===== config.mk =====
export PLATFORM = sky130hd
export DESIGN_NAME = hsw_ctrl
export DESIGN_NICKNAME = d
export VERILOG_FILES = /design/src/rtl/hsw_pkg.sv /design/src/rtl/hsw_fifo.sv /design/src/rtl/hsw_state_buf.sv /design/src/rtl/hsw_ctrl.sv
export SDC_FILE = /design/constraint.sdc
export NUM_CORES = 1
export LEC_CHECK = 0
export BUFFER_PORTS_ARGS = -buffer_cell sky130_fd_sc_hd__buf_2
export CAP_MARGIN = 20
export CORE_ASPECT_RATIO = 1.5
export CORE_MARGIN = 10
export CORE_UTILIZATION = 54
export DETAILED_ROUTE_END_ITERATION = 8
export HOLD_SLACK_MARGIN = 0.06
export PLACE_DENSITY = 0.76
export SYNTH_ARGS = -nofsm -noshare
export SYNTH_HDL_FRONTEND = slang
export SYNTH_SLANG_ARGS = --single-unit

===== constraint.sdc =====
create_clock -name clk_i -period 2.95 [get_ports clk_i]
set_clock_uncertainty 0.05 [all_clocks]
set_input_delay 0.295 -clock clk_i [delete_from_list [all_inputs] [get_ports clk_i]]
set_output_delay 0.295 -clock clk_i [all_outputs]
set_load 0.02 [all_outputs]

===== src/rtl/hsw_pkg.sv =====
package hsw_pkg;
  typedef enum logic [2:0] {
    ST_RUN,
    ST_PRELOAD,
    ST_INJECT,
    ST_DRAIN,
    ST_LOAD
  } hsw_state_e;
endpackage


===== src/rtl/hsw_fifo.sv =====
module hsw_fifo #(
  parameter int DW    = 16,
  parameter int DEPTH = 16
) (
  input  logic          clk_i,
  input  logic          rst_ni,
  input  logic          push_i,
  input  logic [DW-1:0] data_i,
  input  logic          pop_i,
  output logic [DW-1:0] data_o,
  output logic          full_o,
  output logic          empty_o
);
  localparam int AW = $clog2(DEPTH);

  logic [DW-1:0] mem [DEPTH];
  logic [AW-1:0] wp_q, rp_q;
  logic [AW:0]   cnt_q;

  always_ff @(posedge clk_i or negedge rst_ni) begin
    if (!rst_ni) begin
      wp_q  <= '0;
      rp_q  <= '0;
      cnt_q <= '0;
    end else begin
      if (push_i) wp_q <= (wp_q == AW'(DEPTH - 1)) ? '0 : wp_q + 1'b1;
      if (pop_i)  rp_q <= (rp_q == AW'(DEPTH - 1)) ? '0 : rp_q + 1'b1;
      if (push_i && !pop_i)      cnt_q <= cnt_q + 1'b1;
      else if (pop_i && !push_i) cnt_q <= cnt_q - 1'b1;
    end
  end

  always_ff @(posedge clk_i) begin
    if (push_i) mem[wp_q] <= data_i;
  end

  assign data_o  = mem[rp_q];
  assign full_o  = (cnt_q == (AW+1)'(DEPTH));
  assign empty_o = (cnt_q == '0);


  no_overflow_chk: assert property (@(posedge clk_i) disable iff (!rst_ni)
    push_i |-> !full_o);

  no_underflow_chk: assert property (@(posedge clk_i) disable iff (!rst_ni)
    pop_i |-> !empty_o);
endmodule


===== src/rtl/hsw_state_buf.sv =====
module hsw_state_buf #(
  parameter int DW  = 16,
  parameter int NST = 4
) (
  input  logic          clk_i,
  input  logic          rst_ni,
  input  logic          clr_i,
  input  logic          wr_i,
  input  logic [DW-1:0] wr_data_i,
  input  logic          adv_i,
  output logic [DW-1:0] rd_data_o,
  output logic          rd_last_o
);
  localparam int IW = $clog2(NST + 1);
  localparam int AW = $clog2(NST);

  logic [DW-1:0] words_q [NST];
  logic [IW-1:0] wcnt_q, rcnt_q;

  always_ff @(posedge clk_i or negedge rst_ni) begin
    if (!rst_ni) begin
      wcnt_q <= '0;
      rcnt_q <= '0;
    end else if (clr_i) begin
      wcnt_q <= '0;
      rcnt_q <= '0;
    end else begin
      if (wr_i && wcnt_q < IW'(NST)) wcnt_q <= wcnt_q + 1'b1;
      if (adv_i) rcnt_q <= rcnt_q + 1'b1;
    end
  end

  always_ff @(posedge clk_i) begin
    if (wr_i && !clr_i && wcnt_q < IW'(NST)) words_q[wcnt_q[AW-1:0]] <= wr_data_i;
  end

  assign rd_data_o = words_q[rcnt_q[AW-1:0]];
  assign rd_last_o = ((rcnt_q + IW'(1)) == wcnt_q);


  rd_in_range_chk: assert property (@(posedge clk_i) disable iff (!rst_ni)
    adv_i |-> (rcnt_q < wcnt_q));
endmodule


===== src/rtl/hsw_ctrl.sv =====
module hsw_ctrl
  import hsw_pkg::*;
#(
  parameter int DW         = 16,
  parameter int HOLD_DEPTH = 16,
  parameter int NST        = 4
) (
  input  logic          clk_i,
  input  logic          rst_ni,
  input  logic          swap_req_i,
  input  logic [1:0]    slot_ready_i,
  input  logic          in_valid_i,
  input  logic [DW-1:0] in_data_i,
  output logic          in_ready_o,
  output logic [1:0]    s_valid_o,
  output logic [DW-1:0] s_data_o,
  output logic          s_eos_o,
  output logic          s_state_o,
  input  logic [1:0]    s_ready_i,
  input  logic [1:0]    r_valid_i,
  input  logic [2*DW-1:0] r_data_i,
  input  logic [1:0]    r_state_i,
  input  logic [1:0]    r_eos_i,
  output logic          out_valid_o,
  output logic [DW-1:0] out_data_o,
  output logic          busy_o,
  output logic          active_o,
  output logic [1:0]    slot_empty_o
);
  hsw_state_e state_q, state_d;
  logic       act_q, nxt;
  logic [1:0] empty_q;

  logic          f_push, f_pop, f_full, f_empty;
  logic [DW-1:0] f_data;
  logic          b_clr, b_wr, b_adv, b_last;
  logic [DW-1:0] b_data;
  logic          switch_now;

  assign nxt = ~act_q;

  hsw_fifo #(.DW(DW), .DEPTH(HOLD_DEPTH)) u_hold (
    .clk_i, .rst_ni,
    .push_i (f_push), .data_i (in_data_i),
    .pop_i  (f_pop),  .data_o (f_data),
    .full_o (f_full), .empty_o(f_empty)
  );

  hsw_state_buf #(.DW(DW), .NST(NST)) u_sbuf (
    .clk_i, .rst_ni,
    .clr_i    (b_clr),
    .wr_i     (b_wr),
    .wr_data_i(act_q ? r_data_i[2*DW-1:DW] : r_data_i[DW-1:0]),
    .adv_i    (b_adv),
    .rd_data_o(b_data),
    .rd_last_o(b_last)
  );

  always_comb begin
    state_d    = state_q;
    s_valid_o  = '0;
    s_data_o   = in_data_i;
    s_eos_o    = 1'b0;
    s_state_o  = 1'b0;
    in_ready_o = 1'b0;
    f_push     = 1'b0;
    f_pop      = 1'b0;
    b_clr      = 1'b0;
    b_wr       = 1'b0;
    b_adv      = 1'b0;
    switch_now = 1'b0;
    // hold phases park input in the FIFO
    if (state_q inside {ST_INJECT, ST_DRAIN, ST_LOAD}) begin
      in_ready_o = !f_full;
      f_push     = in_valid_i && !f_full;
    end
    unique case (state_q)
      ST_RUN, ST_PRELOAD: begin
        if (f_empty) begin
          s_valid_o[act_q] = in_valid_i;
          in_ready_o       = s_ready_i[act_q];
        end else begin
          // replay backlog ahead of live input
          s_valid_o[act_q] = 1'b1;
          s_data_o         = f_data;
          f_pop            = s_ready_i[act_q];
          in_ready_o       = !f_full;
          f_push           = in_valid_i && !f_full;
        end
        if (state_q == ST_RUN) begin
          if (swap_req_i && f_empty) state_d = ST_PRELOAD;
        end else if (slot_ready_i[nxt]) begin
          state_d = ST_INJECT;
        end
      end
      ST_INJECT: begin
        s_valid_o[act_q] = 1'b1;
        s_eos_o          = 1'b1;
        s_data_o         = '0;
        b_clr            = 1'b1;
        if (s_ready_i[act_q]) state_d = ST_DRAIN;
      end
      ST_DRAIN: begin
        b_wr = r_valid_i[act_q] && r_state_i[act_q];
        if (b_wr && r_eos_i[act_q]) state_d = ST_LOAD;
      end
      ST_LOAD: begin
        s_valid_o[nxt] = 1'b1;
        s_state_o      = 1'b1;
        s_data_o       = b_data;
        if (s_ready_i[nxt]) begin
          b_adv = !b_last;
          if (b_last) begin
            switch_now = 1'b1;
            state_d    = ST_RUN;
          end
        end
      end
      default: state_d = ST_RUN;
    endcase
  end

  always_ff @(posedge clk_i or negedge rst_ni) begin
    if (!rst_ni) begin
      state_q <= ST_RUN;
      act_q   <= 1'b0;
      empty_q <= 2'b10;
    end else begin
      state_q <= state_d;
      if (switch_now) begin
        act_q   <= nxt;
        empty_q <= act_q ? 2'b10 : 2'b01;
      end
    end
  end

  assign out_valid_o  = r_valid_i[act_q] && !r_state_i[act_q];
  assign out_data_o   = act_q ? r_data_i[2*DW-1:DW] : r_data_i[DW-1:0];
  assign busy_o       = (state_q != ST_RUN) || !f_empty;
  assign active_o     = act_q;
  assign slot_empty_o = empty_q;


  eos_after_ready_chk: assert property (@(posedge clk_i) disable iff (!rst_ni)
    (s_eos_o && |s_valid_o) |-> slot_ready_i[~act_q]);

  one_target_chk: assert property (@(posedge clk_i) disable iff (!rst_ni)
    $onehot0(s_valid_o));

  load_to_empty_chk: assert property (@(posedge clk_i) disable iff (!rst_ni)
    (s_state_o && |s_valid_o) |-> slot_empty_o[~act_q]);

  one_empty_chk: assert property (@(posedge clk_i) disable iff (!rst_ni)
    $countones(slot_empty_o) == 1);

  switch_after_load_chk: assert property (@(posedge clk_i) disable iff (!rst_ni)
    (act_q != $past(act_q)) |-> ($past(state_q) == ST_LOAD));

  busy_req_ignored_chk: assert property (@(posedge clk_i) disable iff (!rst_ni)
    (busy_o && state_q != ST_LOAD) |=> $stable(act_q));
endmodule


==> flow_summary.ini, run 1 <==
[placed_design]
dp_worst_setup_slack_ps = 36.3
finalWeightedCongestion = 0.769
dp.final_hpwl_um = 18500
io_buffers = 103
dpl.cell_count = 1164

[routing]
viasPerCell = 5.95
antenna_left = 0
vias = 7544
dr.pass1.iters = 5
drc = 0
wl_um = 31500
wl_per_cell_um = 24.8
drt_first_iter_violations = 603

[pwr]
peakVddDrop_v = 0.000631
power_frac_clock_pct = 22.4
p_int_mw = 11.8
p_leak_nw = 5.91
power_mw = 17.6
netSwitchingFraction_pct = 32.7
powerDensity_mw_per_mm2 = 1030
pwr-share-comb_pct = 42.7
p_seq_share_pct = 34.9
p_sw_mw = 5.77

[synth]
synth-edff-count = 320
synth_cell_types = 54
yosysWarnings = 0
syn_avg_cell_area_um2 = 19.6
async_flop_share_pct = 6.98
netlist_top_cells_count = edfxtp_1 (320), mux4_2 (74), mux2_2 (48)
synth-main-ff-cell = edfxtp_1
yosys.area.top_type = edfxtp_1
ys_seq_elements = 344
synth-seq-area-share_pct = 72.0
synthCells = 725
yosysMostFrequentCell = edfxtp_1
synth_nets = 802
synthTopCellsByArea = edfxtp_1 (68%), mux4_2 (12%), dfrtp_1 (4.1%), mux2_2 (3.8%), a22oi_1 (1.5%)
synth_top_area_share_pct = 67.8
netlist_area_mm2 = 0.0142

[clocking]
root_buffer = clkbuf_16
htreeDepth = 1
clkTransAtPathRegs_ps = 70
clock_path_buffers = 3
cts_sinks = 344
cts_tree = yes
cts_inserted_buffers = 29
clk-insertion-delay-late_ps = 550

[cells_and_area]
antenna_cells = 0
post-route-util_pct = 66.2
area_growth_syn_to_layout_pct = 20.8
nFillCells = 1638
regArea_mm2 = 0.0102
nNetsFinal = 989
fin_cells = 1267
drive_gt1_share_pct = 39.2
multi_input_area_mm2 = 0.00390

[die]
die_h_um = 218
dieArea_mm2 = 0.0333
io_pins = 104
row_count = 72
die_w_um = 152
core_region_area_mm2 = 0.0259
start_util_pct = 54.8

[timing]
timing.final.hold_violations = 0
setup_ws_ps = -123
finalMaxSlewViolations = 0
rsz0062_at_grt = yes
finalSetupTns_ps = -1030
timing.final.crit_share_pct = 104
finalSetupViolations = 15
tightest_slew_ps = 907
fmax_ghz = 0.325
slew_headroom_pct = 39.5
min_period_ps = 3070

[critical_path]
criticalPathCategory = flip-flop to primary output
worstPathMaxFanout = 5
crit_required_ps = 2610
crit_arrival_ps = 2730
cp-start-kind = flip-flop
end_kind = primary output

[grt]
grt_antenna_before_repair = 0
grt_pass1_vias = 8072
grtUsageTotal_pct = 18.4
grt_pass1_wl_um = 47800
grt.overflow.total = 0
grt_max_degree = 51

[outcome]
violations = setup timing
status = finished, violations left

[min_path]
hold_class = input port to flip-flop

[flow_run]
cap_viol_max_count = 0
-- final timing paths --
path / startpoint / to / slack, ps / cells past startpoint
worst max-delay path: u_hold.rp_q[0]$_DFFE_PN0P_ / s_data_o[10] / -120 / 8
worst min-delay path: r_data_i[7] / u_sbuf.words_q[2][7]$_DFFE_PP_ / 70 / 2
worst max register to register: u_hold.cnt_q[2]$_DFFE_PN0P_ / u_hold.cnt_q[4]$_DFFE_PN0P_ / 140 / 12
worst min register to register: u_hold.cnt_q[3]$_DFFE_PN0P_ / u_hold.cnt_q[3]$_DFFE_PN0P_ / 500 / 2
max in group asynchronous: rst_ni / u_hold.rp_q[0]$_DFFE_PN0P_ / 2210 / 2
min in group asynchronous: rst_ni / state_q[0]$_DFFE_PN0P_ / 220 / 2
-- cell usage in the layout, fill, tap and decap left out, types with 11 or more instances in the layout --
cell type and n:
mux2i_1 11, dfrtp_1 21, o21ai_0 16, nor2_1 17
buf_6 17, ha_1 12, clkbuf_16 30, a22oi_2 19
and2_1 20, buf_4 39, a22oi_1 11, nand2_1 31
buf_2 89, dlygate4sd3_1 30, mux4_2 75, mux2_2 44
edfxtp_1 320
-- layout make-up --
cell class                 count  share of cell area, %
clock inverter                19                   1.37
sequential                   344                   59.7
timing repair buffer         191                   9.24
tap                          333                   2.43
inverter                       9                  0.212
multi-input combinational    337                   22.7
clock buffer                  34                   4.35
-- worst max-delay path, stage by stage (launching register included) --
cell and delay [ps]:
dfrtp_4 510, buf_12 150, buf_8 130, buf_12 140, mux4_2 460, mux2_4 290
a22oi_2 250, nand2_1 110, buf_6 140
-- logic make-up (layout without fill, tap and decap cells) --
family	after synthesis	count (layout)	synth area share (%)
adders and majority gates	15	15	1.38
and+or+nand+nor	100	100	3.62
buffers and inverters	44	253	1.59
DFF	344	344	72.0
AOI/OAI and AO/OA	73	73	3.72
xor gates and xnor gates	14	14	0.962
muxes	135	135	16.7
-- flip-flops by register name, summed over array words and instances (netlist names) --
signal,flops
slot_empty_o,2
u_hold.wp_q,4
u_sbuf.wcnt_q,3
u_sbuf.rcnt_q,3
state_q,3
u_hold.rp_q,4
u_hold.cnt_q,5
u_sbuf.words_q,64
u_hold.mem,256
-- stage by stage --
stage,instance area (um^2),hold WS [ps]
floorplan,14200,-50.6
global route,17100,68.4
detailed placement,15300,271
CTS,16900,60.2
global placement,15300,260
finish,17100,69.9
-- routing by layer --
metal | part of all wire (%) | GRT usage, %
met5 | 0 | 0
met4 | 2.4 | 6.69
met1 | 37 | 21.5
met2 | 55 | 33.9
met3 | 5.1 | 2.42
-- what timing repair did --
item                                    4_1_cts  5_1_grt
gates cloned                                  5        1
pin swaps                                    13       12
buffers inserted                              9        5
resized for setup                            52       27
endpoints found under the setup margin       16       17
hold buffers                                 30        0
endpoints found under the hold margin        78        0
-- power groups by stage --
stage,sequential (mW),clock (mW),combinational (mW)
after floorplan,6.17,0,4.21
after global placement,6.23,0,5.89
after detailed placement,6.26,0,5.98
after CTS,6.14,4.00,7.06
after global routing,6.18,4.19,8.01
final,6.15,3.94,7.52
Power figures use the tool's default switching activity.
==> inputs of run 2 (changes only) <==
--- a/config.mk
+++ b/config.mk
@@ -9,10 +9,9 @@
 export CAP_MARGIN = 20
 export CORE_ASPECT_RATIO = 1.5
 export CORE_MARGIN = 10
-export CORE_UTILIZATION = 54
+export CORE_UTILIZATION = 40
 export DETAILED_ROUTE_END_ITERATION = 8
 export HOLD_SLACK_MARGIN = 0.06
-export PLACE_DENSITY = 0.76
 export SYNTH_ARGS = -nofsm -noshare
 export SYNTH_HDL_FRONTEND = slang
 export SYNTH_SLANG_ARGS = --single-unit
==> flow_summary.ini, run 2 (synthesis gave the netlist of run 1 again) <==
[grt]
grt_pass1_vias = 8196
grtUsageTotal_pct = 14.8
grt.overflow.total = 0
grt_antenna_before_repair = 0
grt_pass1_wl_um = 49900
grt_max_degree = 37

[clocking]
cts_inserted_buffers = 30
clkTransAtPathRegs_ps = 60
cts_tree = yes
cts_sinks = 344
root_buffer = clkbuf_16
clk-insertion-delay-late_ps = 550
htreeDepth = 1
clock_path_buffers = 3

[critical_path]
cp_cell_sequence = or4_4 -> o21a_4 -> buf_6 -> nor2b_4 -> buf_12 -> a22oi_1 -> nand2_2 -> buf_4
critPathSlowestCell = or4_4
cpPeakStageDelay_ps = 550
cp-start-kind = flip-flop
worstPathMaxFanout = 8
criticalPathCategory = flip-flop to primary output
crit_required_ps = 2610
crit_arrival_ps = 2680
end_kind = primary output

[pwr]
p_seq_share_pct = 35.5
p_leak_nw = 5.98
netSwitchingFraction_pct = 33.2
peakVddDrop_v = 0.000608
p_sw_mw = 5.77
pwr-share-comb_pct = 43.4
p_int_mw = 11.6
power_frac_clock_pct = 21.1
powerDensity_mw_per_mm2 = 998

[cells_and_area]
layout_common_cells = edfxtp_1 (320), buf_2 (90), mux4_2 (75)
antenna_cells = 0
largest_reg_flops = 256
final_common_cell = edfxtp_1
top_register = u_hold.mem
area_growth_syn_to_layout_pct = 22.8
drive_gt1_share_pct = 40.7
nNetsFinal = 1006

[timing]
tightest_slew_ps = 573
finalSetupViolations = 10
finalSetupTns_ps = -404
fmax_ghz = 0.331
min_period_ps = 3020
setup_ws_ps = -73.4
timing.final.hold_violations = 0
rsz0062_at_grt = yes
timing.final.crit_share_pct = 102
finalMaxSlewViolations = 0
slew_headroom_pct = 61.8

[die]
dieArea_mm2 = 0.0435
die_h_um = 251
io_pins = 104
row_count = 84
start_util_pct = 40.5
die_w_um = 174
core_region_area_mm2 = 0.0350

[routing]
drc = 0
viasPerCell = 5.19
dr.pass1.iters = 5
antenna_left = 0
wl_per_cell_um = 22.7
wl_um = 32300
drt_first_iter_violations = 510
vias = 7402

[placed_design]
dp_worst_setup_slack_ps = 54.3
dp.final_hpwl_um = 20900
finalWeightedCongestion = 0.785
io_buffers = 103

[flow_run]
cap_viol_max_count = 0

[outcome]
violations = setup timing
status = finished, violations left

[min_path]
hold_class = input port to flip-flop
run 2: cell count changes in the layout (fill, tap and decap cells not counted), moves of 4 or more:
cell	delta
a22oi_1	-6
a22oi_2	+6
buf_12	+6
buf_4	+11
bufinv_16	-4
clkinv_1	+4
clkinv_2	+4
dlygate4sd3_1	+5
nand2_1	-7
nand2_2	+7
run 2: path summary, 6_finish.rpt:
kind / from / to / cells past startpoint / slack [ps]
setup / recovery: u_hold.cnt_q[0]$_DFFE_PN0P_ / s_data_o[5] / 8 / -70
hold / removal: in_data_i[6] / u_hold.mem[12][6]$_DFFE_PP_ / 1 / 80
setup reg to reg: u_hold.cnt_q[0]$_DFFE_PN0P_ / u_hold.cnt_q[4]$_DFFE_PN0P_ / 12 / 140
hold reg to reg: u_hold.cnt_q[3]$_DFFE_PN0P_ / u_hold.cnt_q[3]$_DFFE_PN0P_ / 2 / 460
max in group asynchronous: rst_ni / u_hold.rp_q[0]$_DFFE_PN0P_ / 2 / 2200
min in group asynchronous: rst_ni / slot_empty_o[0]$_DFFE_PN0P_ / 2 / 220
run 2: per-layer routing:
metal / track usage [%] / up-vias / wire length [um]
met3: 1.76 / 32 / 964
met5: 0 / - / 0
li1: - / 3356 / -
met2: 28.1 / 138 / 18200
met4: 4.58 / 0 / 547
met1: 16.9 / 3876 / 12600
run 2: per-stage QoR:
| step | instance area (um^2) | hold slack (ps) | cells | utilization (%) | total power, mW |
|---|---|---|---|---|---|
| after floorplan | 14200 | -50.6 | 725 | - | 10.4 |
| after global placement | 15600 | 274 | 1320 | 44.6 | 12.5 |
| after detailed placement | 15600 | 285 | 1320 | 44.6 | 12.6 |
| after CTS | 17300 | 62.9 | 1425 | 49.5 | 17.3 |
| after global routing | 17400 | 73.5 | 1426 | 49.8 | 18.2 |
| final | 17400 | 82.8 | 1426 | 49.8 | 17.4 |
run 2: power groups by stage:
stage	combinational, mW	sequential (mW)	clock (mW)
detailed placement	6.28	6.29	0
finish	7.54	6.17	3.67
global placement	6.24	6.28	0
global route	8.08	6.21	3.94
CTS	7.41	6.16	3.77
floorplan	4.21	6.17	0
run 2: area by class of cell:
cell class              count  area, um^2
multi-input cells         337        3950
clock inverters            19         116
well taps                 473         592
clock buffers              37         798
flip-flops and latches    344       10200
fillers                  2864       17600
repair buffers            207        1710
inverters                   9        33.8
run 2: worst max-delay path: cells and delay by family, from the launching register on:
family / cells / cell delay (ps)
AO/OA/AOI/OAI: 2 / 440
buffers and inverters: 3 / 480
flip-flops: 1 / 380
AND/OR/NAND/NOR: 3 / 830
run 2: timing repair:
action | 4_1_cts | 5_1_grt
pin swaps | 14 | 14
hold endpoints to repair | 97 | 0
cloned | 4 | 0
setup buffers | 10 | 2
resized for setup | 54 | 31
hold buffers | 35 | 0
setup endpoints to repair | 16 | 17
==> inputs of run 3 (changes only) <==
--- a/config.mk
+++ b/config.mk
@@ -12,6 +12,7 @@
 export CORE_UTILIZATION = 40
 export DETAILED_ROUTE_END_ITERATION = 8
 export HOLD_SLACK_MARGIN = 0.06
+export PLACE_DENSITY = 0.64
 export SYNTH_ARGS = -nofsm -noshare
 export SYNTH_HDL_FRONTEND = slang
 export SYNTH_SLANG_ARGS = --single-unit
==> flow_summary.ini, run 3 (synthesis gave the netlist of run 1 again) <==
[outcome]
status = finished, violations left
violations = setup timing

[routing]
drt_first_iter_violations = 515
drc = 0
antenna_left = 0
viasPerCell = 5.28
dr.pass1.iters = 7
wl_per_cell_um = 22.6
wl_um = 31800
vias = 7426

[timing]
timing.final.hold_violations = 0
fmax_ghz = 0.332
min_period_ps = 3010
finalSetupViolations = 12
setup_ws_ps = -62.8
rsz0062_at_grt = yes
slew_headroom_pct = 62.9
timing.final.crit_share_pct = 102
finalMaxSlewViolations = 0
whs_ps = 70.8
tightest_slew_ps = 557

[clocking]
htreeDepth = 1
clk-insertion-delay-late_ps = 570
clock_path_buffers = 3
clkTransAtPathRegs_ps = 70
root_buffer = clkbuf_16
cts_sinks = 344
cts_tree = yes
cts_inserted_buffers = 30

[cells_and_area]
nNetsFinal = 987
drive_gt1_share_pct = 38.5
top_register = u_hold.mem
final_common_cell = edfxtp_1
nFillCells = 2837
antenna_cells = 0
layout_common_cells = edfxtp_1 (320), buf_2 (98), mux4_2 (75)
largest_reg_flops = 256
fin_cells = 1406
area_growth_syn_to_layout_pct = 22.2

[placed_design]
dpl.cell_count = 1312
io_buffers = 103
dp_worst_setup_slack_ps = 50.2
dp.final_hpwl_um = 20200
finalWeightedCongestion = 0.802

[grt]
grt_antenna_before_repair = 1
grt_pass1_vias = 8093
grt_pass1_wl_um = 48300
grt_max_degree = 43
grtUsageTotal_pct = 14.2
grt.overflow.total = 0

[critical_path]
crit_required_ps = 2610
cp-start-kind = flip-flop
end_kind = primary output
crit_arrival_ps = 2670
reg2reg_slack_ps = 130
criticalPathCategory = flip-flop to primary output
worstPathMaxFanout = 12

[die]
die_w_um = 174
dieArea_mm2 = 0.0435
die_h_um = 251
io_pins = 104
row_count = 84
core_region_area_mm2 = 0.0350
start_util_pct = 40.5

[min_path]
hold_class = input port to flip-flop

[pwr]
p_leak_nw = 5.93
peakVddDrop_v = 0.000590
powerDensity_mw_per_mm2 = 1010

[flow_run]
cap_viol_max_count = 0
run 3: what timing repair did:
item	4_1_cts	5_1_grt
setup endpoints to repair	16	16
hold buffers	32	0
cloned	1	4
gates resized for setup	22	15
buffers inserted	1	2
pin swaps	4	3
hold endpoints to repair	91	0
run 3: routing by layer:
layer / GRT usage, % / vias up / wire length, um
li1: - / 3320 / -
met1: 16.8 / 3863 / 12500
met2: 26.2 / 191 / 17200
met3: 1.70 / 50 / 1310
met4: 4.70 / 2 / 852
met5: 0 / - / 7
run 3: final cells by class:
| class | count | area, um^2 | area share, % |
|---|---|---|---|
| well taps | 473 | 592 | 3.41 |
| inverters | 9 | 33.8 | 0.195 |
| repair buffers | 188 | 1510 | 8.72 |
| clock inverters | 21 | 342 | 1.97 |
| multi-input cells | 337 | 3840 | 22.1 |
| flip-flops and latches | 344 | 10200 | 58.9 |
| clock buffers | 34 | 797 | 4.60 |
run 3: through the flow:
stage	util [%]	area [um^2]	setup TNS (ps)	power, mW
final	49.5	17300	-430	17.5
after global routing	49.5	17300	-1680	18.3
after CTS	49.0	17100	-674	17.3
after detailed placement	44.5	15600	0	12.4
after global placement	44.5	15600	0	12.4
after floorplan	-	14200	0	10.4
run 3: final timing paths:
| check | startpoint | cells after the start | endpoint |
|---|---|---|---|
| setup / recovery | u_hold.rp_q[0]$_DFFE_PN0P_ | 8 | s_data_o[9] |
| min in group asynchronous | rst_ni | 2 | slot_empty_o[0]$_DFFE_PN0P_ |
| setup reg to reg | u_hold.cnt_q[0]$_DFFE_PN0P_ | 12 | u_hold.cnt_q[4]$_DFFE_PN0P_ |
| max in group asynchronous | rst_ni | 2 | u_hold.rp_q[0]$_DFFE_PN0P_ |
| hold reg to reg | u_hold.cnt_q[3]$_DFFE_PN0P_ | 2 | u_hold.cnt_q[3]$_DFFE_PN0P_ |
| hold / removal | r_data_i[12] | 2 | u_sbuf.words_q[2][12]$_DFFE_PP_ |
run 3: report_power, final:
part           switching, mW  total [mW]  internal, mW
clock                   1.76        4.49          2.73
combinational           3.69        6.89          3.20
sequential             0.224        6.13          5.91
total                   5.67        17.5          11.8
run 3: critical path, cell delays in order, from the launching register on:
cell and delay [ps]:
dfrtp_4 420, buf_12 160, buf_4 140, clkbuf_16 160
mux4_2 490, mux2_2 290, a22oi_1 150, nand2_1 100
buf_2 180
